<file path="src/rtl/bcd_pkg.sv">
package bcd_pkg;
  localparam int unsigned REG_IDX_W = 3;

  typedef enum logic [1:0] {OP_ADD, OP_SUB, OP_NEG} bcd_op_e;

  typedef struct packed {
    logic                 legal;
    bcd_op_e              op;
    logic                 mem;
    logic [REG_IDX_W-1:0] src;
    logic [REG_IDX_W-1:0] dst;
  } bcd_dec_t;

  typedef enum logic [2:0] {
    S_IDLE, S_REG, S_SRC_DEC, S_SRC_LD, S_DST_DEC, S_DST_LD, S_STORE
  } bcd_state_e;
endpackage

</file>
<file path="src/rtl/bcd_decode.sv">
module bcd_decode
  import bcd_pkg::*;
#(
  parameter int unsigned OPW = 16
) (
  input  logic [OPW-1:0] opcode_i,
  output bcd_dec_t       dec_o
);
  localparam logic [OPW-1:0] PAIR_MASK = 16'hF1F8;
  localparam logic [OPW-1:0] NEG_MASK  = 16'hFFC0;

  logic [OPW-1:0] pair_bits;
  logic [2:0]     neg_mode;

  assign pair_bits = opcode_i & PAIR_MASK;
  assign neg_mode  = opcode_i[5:3];

  always_comb begin
    dec_o       = '0;
    dec_o.op    = OP_ADD;
    dec_o.src   = opcode_i[2:0];
    dec_o.dst   = opcode_i[11:9];
    dec_o.mem   = opcode_i[3];
    if (pair_bits == 16'hC100 || pair_bits == 16'hC108) begin
      dec_o.legal = 1'b1;
      dec_o.op    = OP_ADD;
    end else if (pair_bits == 16'h8100 || pair_bits == 16'h8108) begin
      dec_o.legal = 1'b1;
      dec_o.op    = OP_SUB;
    end else if ((opcode_i & NEG_MASK) == 16'h4800) begin
      dec_o.op  = OP_NEG;
      dec_o.dst = opcode_i[2:0];
      dec_o.mem = (neg_mode == 3'b100);
      dec_o.legal = (neg_mode == 3'b000) || (neg_mode == 3'b100);
    end
  end
endmodule

</file>
<file path="src/rtl/bcd_alu.sv">
module bcd_alu #(
  parameter int unsigned BW = 8
) (
  input  logic          sub_i,
  input  logic [BW-1:0] src_i,
  input  logic [BW-1:0] dst_i,
  input  logic          x_i,
  output logic [BW-1:0] res_o,
  output logic          carry_o
);
  // two packed digits; wide intermediate keeps borrows visible
  localparam int unsigned IW = BW + 4;

  logic [IW-1:0] lo, hi, r, diff, diff_adj;
  logic [IW-1:0] sx, dx, xx;
  logic          lo_borrow;

  assign sx = IW'(src_i);
  assign dx = IW'(dst_i);
  assign xx = IW'(x_i);

  always_comb begin
    carry_o   = 1'b0;
    lo_borrow = 1'b0;
    diff      = '0;
    diff_adj  = '0;
    if (!sub_i) begin
      lo = (sx & 'hF) + (dx & 'hF) + xx;
      hi = (sx & 'hF0) + (dx & 'hF0);
      r  = hi + lo;
      if (lo > 'd9) r = r + 'h6;
      if ((r & 'h3F0) > 'h90) begin
        r       = r + 'h60;
        carry_o = 1'b1;
      end
    end else begin
      lo = (dx & 'hF) - (sx & 'hF) - xx;
      hi = (dx & 'hF0) - (sx & 'hF0);
      r  = hi + lo;
      lo_borrow = |(lo & 'hF0);
      if (lo_borrow) r = r - 'h6;
      diff = dx - sx - xx;
      if (diff[8]) r = r - 'h60;
      diff_adj = diff - (lo_borrow ? IW'(6) : IW'(0));
      carry_o  = |diff_adj[9:8];
    end
    res_o = r[BW-1:0];
  end
endmodule

</file>
<file path="src/rtl/bcd_seq.sv">
module bcd_seq
  import bcd_pkg::*;
#(
  parameter int unsigned DW  = 32,
  parameter int unsigned OPW = 16,
  parameter int unsigned BW  = 8
) (
  input  logic                 clk_i,
  input  logic                 rst_ni,
  input  logic                 valid_i,
  input  logic [OPW-1:0]       opcode_i,
  input  logic                 x_i,
  input  logic                 z_i,
  output logic                 busy_o,
  output logic                 done_o,
  output logic                 illegal_o,
  output logic [REG_IDX_W-1:0] dr_src_idx_o,
  output logic [REG_IDX_W-1:0] dr_dst_idx_o,
  input  logic [DW-1:0]        dr_src_data_i,
  input  logic [DW-1:0]        dr_dst_data_i,
  output logic                 dr_we_o,
  output logic [DW-1:0]        dr_wdata_o,
  output logic [REG_IDX_W-1:0] ar_idx_o,
  input  logic [DW-1:0]        ar_rdata_i,
  output logic                 ar_we_o,
  output logic [DW-1:0]        ar_wdata_o,
  output logic                 mem_req_o,
  output logic                 mem_we_o,
  output logic [DW-1:0]        mem_addr_o,
  output logic [BW-1:0]        mem_wdata_o,
  input  logic [BW-1:0]        mem_rdata_i,
  input  logic                 mem_rdy_i,
  output logic                 flag_we_o,
  output logic                 x_o,
  output logic                 c_o,
  output logic                 z_o
);
  localparam logic [DW-1:0] STEP = DW'(1);

  bcd_state_e state_q;
  bcd_dec_t   dec, dec_q;
  logic [BW-1:0] src_q, dst_q, alu_a, alu_b, alu_res;
  logic [DW-1:0] addr_q, ar_dec;
  logic          alu_carry, done_q, illegal_q, store_ok;

  bcd_decode #(.OPW(OPW)) u_decode (
    .opcode_i (opcode_i),
    .dec_o    (dec)
  );

  always_comb begin
    if (state_q == S_REG) begin
      alu_a = (dec_q.op == OP_NEG) ? dr_dst_data_i[BW-1:0] : dr_src_data_i[BW-1:0];
      alu_b = (dec_q.op == OP_NEG) ? '0 : dr_dst_data_i[BW-1:0];
    end else begin
      alu_a = src_q;
      alu_b = dst_q;
    end
  end

  bcd_alu #(.BW(BW)) u_alu (
    .sub_i   (dec_q.op != OP_ADD),
    .src_i   (alu_a),
    .dst_i   (alu_b),
    .x_i     (x_i),
    .res_o   (alu_res),
    .carry_o (alu_carry)
  );

  assign ar_dec       = ar_rdata_i - STEP;
  assign store_ok     = (state_q == S_STORE) && mem_rdy_i;
  assign busy_o       = (state_q != S_IDLE);
  assign done_o       = done_q;
  assign illegal_o    = illegal_q;
  assign dr_src_idx_o = dec_q.src;
  assign dr_dst_idx_o = dec_q.dst;
  assign dr_we_o      = (state_q == S_REG);
  assign dr_wdata_o   = {dr_dst_data_i[DW-1:BW], alu_res};
  // negate memory form keeps its register number in dst
  assign ar_idx_o     = (state_q == S_DST_DEC || dec_q.op == OP_NEG) ? dec_q.dst : dec_q.src;
  assign ar_we_o      = (state_q == S_SRC_DEC) || (state_q == S_DST_DEC);
  assign ar_wdata_o   = ar_dec;
  assign mem_req_o    = (state_q == S_SRC_LD) || (state_q == S_DST_LD) || (state_q == S_STORE);
  assign mem_we_o     = (state_q == S_STORE);
  assign mem_addr_o   = addr_q;
  assign mem_wdata_o  = alu_res;
  assign flag_we_o    = dr_we_o || store_ok;
  assign x_o          = alu_carry;
  assign c_o          = alu_carry;
  assign z_o          = z_i && (alu_res == '0);

  always_ff @(posedge clk_i or negedge rst_ni) begin
    if (!rst_ni) begin
      state_q   <= S_IDLE;
      dec_q     <= '0;
      src_q     <= '0;
      dst_q     <= '0;
      addr_q    <= '0;
      done_q    <= 1'b0;
      illegal_q <= 1'b0;
    end else begin
      done_q    <= 1'b0;
      illegal_q <= 1'b0;
      unique case (state_q)
        S_IDLE: if (valid_i) begin
          dec_q <= dec;
          dst_q <= '0;
          if (!dec.legal)   illegal_q <= 1'b1;
          else if (dec.mem) state_q   <= S_SRC_DEC;
          else              state_q   <= S_REG;
        end
        S_REG: begin
          done_q  <= 1'b1;
          state_q <= S_IDLE;
        end
        S_SRC_DEC: begin
          addr_q  <= ar_dec;
          state_q <= S_SRC_LD;
        end
        S_SRC_LD: if (mem_rdy_i) begin
          src_q   <= mem_rdata_i;
          state_q <= (dec_q.op == OP_NEG) ? S_STORE : S_DST_DEC;
        end
        S_DST_DEC: begin
          addr_q  <= ar_dec;
          state_q <= S_DST_LD;
        end
        S_DST_LD: if (mem_rdy_i) begin
          dst_q   <= mem_rdata_i;
          state_q <= S_STORE;
        end
        S_STORE: if (mem_rdy_i) begin
          done_q  <= 1'b1;
          state_q <= S_IDLE;
        end
        default: state_q <= S_IDLE;
      endcase
    end
  end

  assert_done_follows_write_R11: assert property (@(posedge clk_i) disable iff (!rst_ni)
    flag_we_o |=> done_o);
  assert_done_single_R11: assert property (@(posedge clk_i) disable iff (!rst_ni)
    done_o |=> !done_o);
  assert_req_held_R10: assert property (@(posedge clk_i) disable iff (!rst_ni)
    (mem_req_o && !mem_rdy_i) |=> (mem_req_o && $stable(mem_addr_o) && $stable(mem_we_o)));
  assert_one_access_R7: assert property (@(posedge clk_i) disable iff (!rst_ni)
    $onehot0({dr_we_o, ar_we_o, mem_req_o}));
  assert_illegal_quiet_R2: assert property (@(posedge clk_i) disable iff (!rst_ni)
    illegal_o |-> !(dr_we_o || ar_we_o || mem_req_o || flag_we_o || done_o || busy_o));
  assert_store_after_load_R7: assert property (@(posedge clk_i) disable iff (!rst_ni)
    (mem_req_o && mem_we_o && !$past(mem_we_o)) |-> $past(mem_req_o && !mem_we_o));
endmodule

</file>
<file path="config.mk">
export PLATFORM = sky130hd
export DESIGN_NAME = bcd_seq
export DESIGN_NICKNAME = d
export VERILOG_FILES = /design/src/rtl/bcd_pkg.sv /design/src/rtl/bcd_decode.sv /design/src/rtl/bcd_alu.sv /design/src/rtl/bcd_seq.sv
export SDC_FILE = /design/constraint.sdc
export NUM_CORES = 1
export LEC_CHECK = 0
export BUFFER_PORTS_ARGS = -buffer_cell sky130_fd_sc_hd__buf_2
export CORE_MARGIN = 2
export CORE_UTILIZATION = 44
export DETAILED_ROUTE_END_ITERATION = 7
export PLACE_DENSITY_LB_ADDON = 0.12
export RECOVER_POWER = 50
export SETUP_SLACK_MARGIN = 0.02
export SLEW_MARGIN = 15
export SYNTH_ARGS = -nofsm -noshare
export SYNTH_HDL_FRONTEND = slang
export SYNTH_SLANG_ARGS = --single-unit
</file>
<file path="constraint.sdc">
create_clock -name clk_i -period 11.05 [get_ports clk_i]
set_input_delay 3.315 -clock clk_i [delete_from_list [all_inputs] [get_ports clk_i]]
set_output_delay 3.315 -clock clk_i [all_outputs]
set_load 0.01 [all_outputs]
</file>
==> metrics, run 1 <==
clock sinks 61; TritonCTS clock tree built; delay-heaviest family, CP adder cells; Num CTS Buffers 9; placed instance area 6650 um2; post-synthesis xor/xnor area fraction 9.646%; Final Setup Violations 0; ys async rst share 100.0%; H-tree Lvls 3; HP Class flip-flop to flip-flop; die height 116.6 um; critical path arrival 7.72 ns; total of warnings raised by yosys 0; Syn Inst Count 636; register area share after synthesis 27.37%; routability cong. between 0.8 and 0.9; vias in the first global route between 5000 and 6000; RSZ-0062 raised after global routing yes; crit start category primary input; hold_ws 0.4640 ns; CP Max Fanout 4; WS Path Type primary input to output pin; maximum root-to-sink buffer count 2; status finished, violations left; largest family of logic cells by synthesized area simple AND/OR/NAND/NOR gates; first-pass GRT wire length roughly 24000 um; CP Capture Type output pin; critical path's slowest cell a2111oi_4; final period utilization between 90% and 100%; Rows 41; Layout Nets around 970; post-route antenna net violation count 0; die area 13590 um2; max_cap viols 1; largest net degree at the start of global routing 62; Clk pin slew, worst setup/hold paths 0.05 ns; EDFF count, synth 0; fill cell count 1176; ant diodes 0; cell area after layout ~7300 um2; worst path required time 7.74 ns; Worst-Skew Late Latency 0.33 ns; Synth Flop Type dfrtp_1; final core utilization 57.97%; flops & latches, synth 61; total global-route track usage 22.52%; Least-Margin Pin Slew 3.351 ns; IO Count 250; maximum clock frequency 90.62 MHz; DP Cell Count 959; compound-gate portion of the synthesized area 12.54%; CP peak stage delay 0.39 ns; DR iter-0 viols approximately 190; final wirelength 15190 um; failing checks max-capacitance violations, max-slew violations; buffers plus inverters on the worst setup path 4; port bufs 177; Final Max Slew Viols 62; number of remaining DRC errors 0; Avg WL per Cell 15.50 um; fin crit period 11.03 ns; initial core utilization 44.56%; Area growth, synth to finish 30.08%; Hold Vio Cnt, Final 0; root buf cell clkbuf_16; layout cells sized above 1 about 36%; Clock Skews 0.004621 ns; area of the core 12520 um2; Worst slew margin -123.4%; vias 5103; mux share of post-synthesis cell area 11.60%; Netlist Area Pre-Place approximately 5600 um2; synth unique cells 65; grt ovf 0; cell mode on critical path fa_2; syn nets 803; simple-gate share of the synthesized area 18.93%; drt pass-1 iters 5; post-synthesis adder-cell area fraction between 10% and 20%; initial antenna violation count 0; Die Wd ~120 um; syn_area_per_cell roughly 8.8 um2; DP HPWL 11980 um; via/cell ratio 5.207; final cell count without fillers 980
## flip-flops by register name (all words and copies together), names as in the netlist
name and cells:
dst_q 8, src_q 8, dr_dst_idx_o 3, done_o 1, dr_src_idx_o 3, illegal_o 1
state_q 3, dec_q 2, mem_addr_o 32
## path summary, 6_finish.rpt
| path | cells after the start | endpoint | slack [ns] | from |
|---|---|---|---|---|
| min | 2 | dst_q[7]$_DFFE_PN0P_ | 0.46 | dst_q[7]$_DFFE_PN0P_ |
| max in group asynchronous | 2 | dst_q[0]$_DFFE_PN0P_ | 4.94 | rst_ni |
| max | 25 | z_o | 0.02 | dr_dst_data_i[0] |
| min reg2reg | 2 | dst_q[7]$_DFFE_PN0P_ | 0.46 | dst_q[7]$_DFFE_PN0P_ |
| min in group asynchronous | 2 | mem_addr_o[18]$_DFFE_PN0P_ | 4.20 | rst_ni |
| max reg2reg | 8 | state_q[1]$_DFFE_PN0P_ | 8.19 | state_q[0]$_DFFE_PN0P_ |
## cells by family (layout without fill, tap and decap cells)
kind of cell / after synthesis / in the layout
mux: 59 / 59
simple gates: 214 / 214
buf+inv: 102 / 274
fa+ha+maj: 41 / 41
compound gates: 103 / 103
flops: 61 / 61
xor+xnor: 56 / 56
## placed cells by master (no fill, tap or decap), drive strengths merged, types with 5 or more instances in the layout
master / instances
a211oi: 5
ha: 34
nand2b: 12
nor2: 41
nand3: 25
buf: 174
nor3: 15
fa: 7
clkbuf: 58
mux2: 45
xnor2: 25
or3: 5
nand2: 67
inv: 40
a21o: 7
xor2: 29
and2: 6
o21bai: 5
mux2i: 14
dfrtp: 61
nor2b: 9
a21oi: 35
or4: 6
nor4: 9
o21ai: 19
## cell usage after synthesis (14+ instances only)
cell	n	share of area (%)
nand2_1	67	4.5
dfrtp_1	61	27
mux2_2	45	9.1
nor2_1	41	2.8
buf_4	40	5.4
inv_1	40	2.7
a21oi_1	34	3.1
ha_1	34	7.6
xor2_1	29	4.6
nand3_1	25	2.2
xnor2_1	24	3.8
o21ai_0	18	1.6
clkbuf_1	17	1.1
mux2i_1	14	2.5
nor3_1	14	1.3
## metal layers
layer	global-route usage (%)	part of all wire, %	up-vias
met5	0	0	-
met4	6.667	2.0	0
met3	5.345	7.3	26
met2	40.89	50	174
met1	26.41	40	2402
li1	-	-	2501
## stage by stage
step                TNS (ns)  setup WS, ns
floorplan                  0       0.02659
global placement      -2.147       -0.4054
detailed placement    -2.703       -0.4852
CTS                 -0.02635      -0.02635
global route         -0.9707       -0.2372
finish                     0       0.01533
## what timing repair did
item	4_1_cts	5_1_grt
hold buffers	0	0
gates cloned	0	0
gates resized for setup	35	29
endpoints found under the setup margin	9	9
pin swaps	35	20
buffers inserted	5	2
## final cells by class
type / count / area [um2] / share of cell area [%]
Timing Repair Buffer: 218 / 1197 / 16.50
Clock inverter: 1 / 5.005 / 0.06898
Clock buffer: 14 / 274.0 / 3.777
Inverter: 41 / 155.1 / 2.138
Multi-Input combinational cell: 473 / 3882 / 53.51
Tap cell: 172 / 215.2 / 2.966
Sequential cell: 61 / 1526 / 21.04
## worst register-to-register path: cells and delay by family, from the launching register on
| family | cells | cell delay (ns) |
|---|---|---|
| simple gates | 2 | 1.04 |
| compound gates | 5 | 1.01 |
| buf+inv | 1 | 0.14 |
| flops | 1 | 0.55 |
Power of run 1 is left out: the tool's default activity adds up to more than one toggle a clock period on the data nets, which glitch-free logic cannot reach.
==> inputs of run 2 (changes only) <==
--- a/config.mk
+++ b/config.mk
@@ -15,4 +15,5 @@
 export SLEW_MARGIN = 15
 export SYNTH_ARGS = -nofsm -noshare
 export SYNTH_HDL_FRONTEND = slang
+export SYNTH_HIERARCHICAL = 1
 export SYNTH_SLANG_ARGS = --single-unit
==> metrics, run 2 <==
Setup WS post-layout -0.1406 ns; Rows 41; number of remaining DRC errors 0; Netlist Area Pre-Place roughly 5700 um2; H-tree Lvls 3; Die Wd 117.6 um; area of the core 12620 um2; CP Max Fanout 2; placed instance area between 6000 and 7000 um2; initial antenna violation count 1; root buf cell clkbuf_16; Worst slew margin -116.9%; Worst-Skew Late Latency 0.32 ns; Avg WL per Cell 15.17 um; most common cell after layout, fill and taps aside buf_2; drt pass-1 iters 4; ant diodes 0; final wirelength 15210 um; Syn Inst Count between 600 and 700; hold_sp mem_addr_o[6]$_DFFE_PN0N_; flops & latches, synth 61; maximum root-to-sink buffer count 2; Num CTS Buffers 9; failing checks max-capacitance violations, max-slew violations, negative setup slack; max reg flops 32; clock sinks 61; die height roughly 120 um; reg2reg start state_q[0]$_DFFE_PN0P_; via/cell ratio 5.232; post-route antenna net violation count 0; fill cell count 1223; Least-Margin Pin Slew about 3.3 ns; crit start category primary input; fin crit period between 10 and 15 ns; worst path required time 7.74 ns; max_cap viols 1; syn_area_per_cell just under 9 um2; largest area contributor in the netlist dfrtp_1; HP Class flip-flop to flip-flop; most common cell in the synthesized netlist nand2_1; commonest cells after routing, fill and taps aside buf_2, nand2_1, dfrtp_1; IO Count 250; Area growth, synth to finish 29.50%; total global-route track usage 21.65%; port bufs 177; syn nets ~810; status finished, violations left; vias in the first global route 5255; vias 5242; largest net degree at the start of global routing 62; CP Capture Type output pin; total of warnings raised by yosys 6; top cells by area, synth dfrtp_1, mux2_2, ha_1; Synth Flop Type dfrtp_1; DP HPWL 12150 um; layout cells sized above 1 38.07%; TritonCTS clock tree built; Hold Vio Cnt, Final 0; WS Path Type primary input to output pin; die area 13820 um2; DR iter-0 viols 261; Clk pin slew, worst setup/hold paths approximately 0.050 ns; RSZ-0062 raised after global routing yes; Final Max Slew Viols 62; Post-synth top cells nand2_1, dfrtp_1, buf_4; ys async rst share 100.0%; synth unique cells 76; Sum Neg Setup Slack -0.1406 ns; Critical Path Source dr_dst_data_i[0]; register area share after synthesis a little over a quarter; routability cong. 0.8751; first-pass GRT wire length 24640 um; critical path arrival between 7 and 8 ns; final period utilization 101.3%; initial core utilization ~45%; Layout Nets 993; EDFF count, synth 0; cell area after layout about 7300 um2; Synth top area share approximately 27%; Final Setup Violations 1; grt ovf 0; Clock Skews roughly 0.0053 ns; maximum clock frequency 89.36 MHz
==> run 2: changes by cell type after synthesis, sizes merged, moves of 5 or more <==
cell    change
or4         +5
o21ai      +11
nand3      -10
nor2b       -5
nor4        +8
nor2       -11
nand2b      -7
a21oi      -16
nand2      +29
==> run 2: repair_timing <==
item	in CTS	in global routing
gates resized for setup	18	23
hold buffers	0	0
buffers inserted	5	5
endpoints found under the setup margin	5	9
pin swaps	16	17
==> run 2: cell type report <==
| cell class | count | area, um2 | area share [%] |
|---|---|---|---|
| Inverter | 42 | 157.7 | 2.145 |
| Sequential cell | 61 | 1526 | 20.77 |
| Timing Repair Buffer | 232 | 1274 | 17.33 |
| Clock inverter | 4 | 70.07 | 0.9534 |
| Multi-Input combinational cell | 479 | 3850 | 52.38 |
| Tap cell | 172 | 215.2 | 2.928 |
| Clock buffer | 12 | 256.5 | 3.490 |
==> run 2: cell families after synthesis <==
logic type,after synthesis,share of synthesized area [%]
AOI/OAI and AO/OA,91,11.11
xor gates and xnor gates,54,8.576
adders and majority gates,42,10.32
buffers and inverters,103,9.810
DFF,61,26.90
muxes,58,11.29
and+or+nand+nor,234,22.00
==> run 2: critical path, cell delays in order <==
cell      delay [ns]
buf_8           0.08
mux2i_4         0.06
o21ai_2         0.22
buf_4           0.14
inv_2           0.03
fa_2            0.41
fa_2            0.39
inv_2           0.09
a311oi_4        0.10
fa_2            0.35
inv_2           0.07
ha_4            0.13
inv_2           0.03
fa_1            0.46
or4_4           0.44
a211oi_4        0.21
xnor2_2         0.16
buf_4           0.15
mux2i_2         0.22
mux2i_2         0.11
nor4_1          0.26
nand3b_1        0.15
nor4_4          0.13
buf_2           0.16
==> run 2: worst paths after layout <==
check	depth (start not counted)	slack, ns	to
max in group asynchronous	2	5.03	mem_addr_o[22]$_DFFE_PN0N_
worst min register to register	2	0.48	mem_addr_o[6]$_DFFE_PN0N_
worst max register to register	4	8.57	dst_q[4]$_DFFE_PN0P_
worst min-delay path	2	0.48	mem_addr_o[6]$_DFFE_PN0N_
min in group asynchronous	2	4.16	dr_src_idx_o[2]$_DFFE_PN0P_
worst max-delay path	24	-0.14	z_o
==> run 2: per-layer routing <==
metal	vias up	share of wire (%)	track usage (%)
li1	2567	-	-
met1	2487	40	24.30
met2	158	51	39.22
met3	28	5.4	4.409
met4	2	2.7	10.17
met5	-	0.085	0
==> run 2: stage by stage <==
stage | hold slack [ns] | setup WS (ns) | cells | utilization, %
after detailed placement | 0.4615 | -0.4944 | 978 | 54.08
after floorplan | 0.4497 | 0.06422 | 643 | -
after global routing | 0.5118 | -0.3938 | 1002 | 58.24
after global placement | 0.4560 | -0.3171 | 978 | 54.08
after CTS | 0.4755 | -0.2361 | 999 | 57.56
final | 0.4758 | -0.1406 | 1002 | 58.24
Power of run 2 is left out for the same reason.
==> inputs of run 3 (changes only) <==
--- a/config.mk
+++ b/config.mk
@@ -17,3 +17,4 @@
 export SYNTH_HDL_FRONTEND = slang
 export SYNTH_HIERARCHICAL = 1
 export SYNTH_SLANG_ARGS = --single-unit
+export TNS_END_PERCENT = 5
==> metrics, run 3 (same netlist as run 2, synthesis figures left out) <==
commonest cells after routing, fill and taps aside buf_2, nand2_1, dfrtp_1; CTS Hold Bufs 0; area of the core 12620 um2; Layout Nets 993; DP HPWL approximately 12000 um; most common cell after layout, fill and taps aside buf_2; layout cells sized above 1 37.83%; RSZ-0062 raised after global routing yes; failing checks max-capacitance violations, max-slew violations, negative setup slack; Final Setup Violations 1; worst path cell trace buf_8 > mux2i_4 > o21ai_2 > buf_4 > inv_2 > fa_2 > fa_2 > inv_2 > a311oi_4 > fa_2 > inv_2 > ha_4 > inv_2 > fa_1 > or4_4 > a211oi_4 > xnor2_2 > buf_4 > mux2i_2 > mux2i_2 > nor4_1 > nand3b_1 > nor4_4 > buf_2; H-tree Lvls 3; CP Capture Type output pin; Die Wd ~120 um; final wirelength about 15000 um; root buf cell clkbuf_16; Final Max Slew Viols 62; Rows 41; cell mode on critical path inv_2; grt ovf 0; TritonCTS clock tree built; post-place setup slack -0.4944 ns; HP Class flip-flop to flip-flop; maximum clock frequency just under 90 MHz; Hold Vio Cnt, Final 0; maximum root-to-sink buffer count 2; CP Max Fanout 2; IO Count between 200 and 300; Worst slew margin -118.7%; vias in the first global route 5255; final period utilization 101.3%; critical path's slowest cell fa_1; initial antenna violation count 1; clock sinks 61; first-pass GRT wire length roughly 25000 um; number of remaining DRC errors 0; post-route antenna net violation count 0; Least-Margin Pin Slew 3.281 ns; Clk pin slew, worst setup/hold paths 0.05 ns; die height 117.6 um; total global-route track usage 21.65%; crit start category primary input; Worst-Skew Late Latency around 0.32 ns; placed instance area 6825 um2; delay-heaviest family, CP adder cells; Avg WL per Cell 15.18 um; Area growth, synth to finish 29.28%; port bufs 177; status finished, violations left; die area 13820 um2; max_cap viols 2; CP peak stage delay 0.47 ns; critical path arrival between 7 and 8 ns; drt pass-1 iters 4; fin crit period 11.20 ns; cell area after layout 7337 um2; DR iter-0 viols 229; buffers plus inverters on the worst setup path 8; Num CTS Buffers 9; Clock Skews between 0.005 and 0.006 ns; WS Path Type primary input to output pin; Sum Neg Setup Slack -0.1464 ns; initial core utilization between 40% and 50%; Setup WS post-layout -0.1464 ns; max reg flops 32; vias about 5200; via/cell ratio 5.221; ant diodes 0; largest net degree at the start of global routing 62; worst path required time approximately 7.7 ns; routability cong. 0.8751
[run 3: cell types whose count changed in the layout (fill, tap and decap cells not counted)]
cell	delta
nor2b_2	+1
nor2b_4	-1
xnor2_1	+1
xnor2_2	-1
a21oi_1	+1
buf_4	-1
a21oi_2	-1
buf_6	+1
[run 3: layout make-up]
| type | instances | area [um2] |
|---|---|---|
| Clock inverter | 4 | 70.07 |
| Inverter | 42 | 157.7 |
| Sequential cell | 61 | 1526 |
| Tap cell | 172 | 215.2 |
| Clock buffer | 12 | 256.5 |
| Fill cell | 1229 | 5283 |
| Multi-Input combinational cell | 479 | 3834 |
| Timing Repair Buffer | 232 | 1277 |
[run 3: repair_timing]
| item | in CTS | in global routing |
|---|---|---|
| resized for setup | 18 | 21 |
| setup endpoints to repair | 5 | 9 |
| pin swaps | 16 | 15 |
| setup buffers | 5 | 3 |
| hold endpoints to repair | 0 | 0 |
[run 3: metrics by stage]
step	std cells	hold WS [ns]	util, %
6_report	1002	0.4763	58.14
5_1_grt	1002	0.5118	58.14
4_1_cts	999	0.4755	57.56
3_5_place_dp	978	0.4615	54.08
3_3_place_gp	978	0.4560	54.08
2_1_floorplan	643	0.4497	-
[run 3: metal layers]
layer	GRT usage (%)	share of wire, %
met1	24.30	40
met3	4.409	5.6
met2	39.22	51
met4	10.17	3.0
met5	0	0.085
[run 3: worst paths after layout]
path	start	slack, ns	to	cells past startpoint
worst max-delay path	dr_dst_data_i[0]	-0.15	z_o	24
max in group asynchronous	rst_ni	5.01	mem_addr_o[22]$_DFFE_PN0N_	2
worst max register to register	state_q[0]$_DFFE_PN0P_	8.51	dst_q[4]$_DFFE_PN0P_	4
worst min-delay path	mem_addr_o[2]$_DFFE_PN0N_	0.48	mem_addr_o[2]$_DFFE_PN0N_	2
min in group asynchronous	rst_ni	4.18	dr_src_idx_o[2]$_DFFE_PN0P_	2
worst min register to register	mem_addr_o[2]$_DFFE_PN0N_	0.48	mem_addr_o[2]$_DFFE_PN0N_	2
[run 3: tightest hold or removal path, delay by kind of cell, from the launching register on]
kind | cells | cell delay, ns
flops | 1 | 0.34
simple gates | 2 | 0.10
Power of run 3 is left out for the same reason.
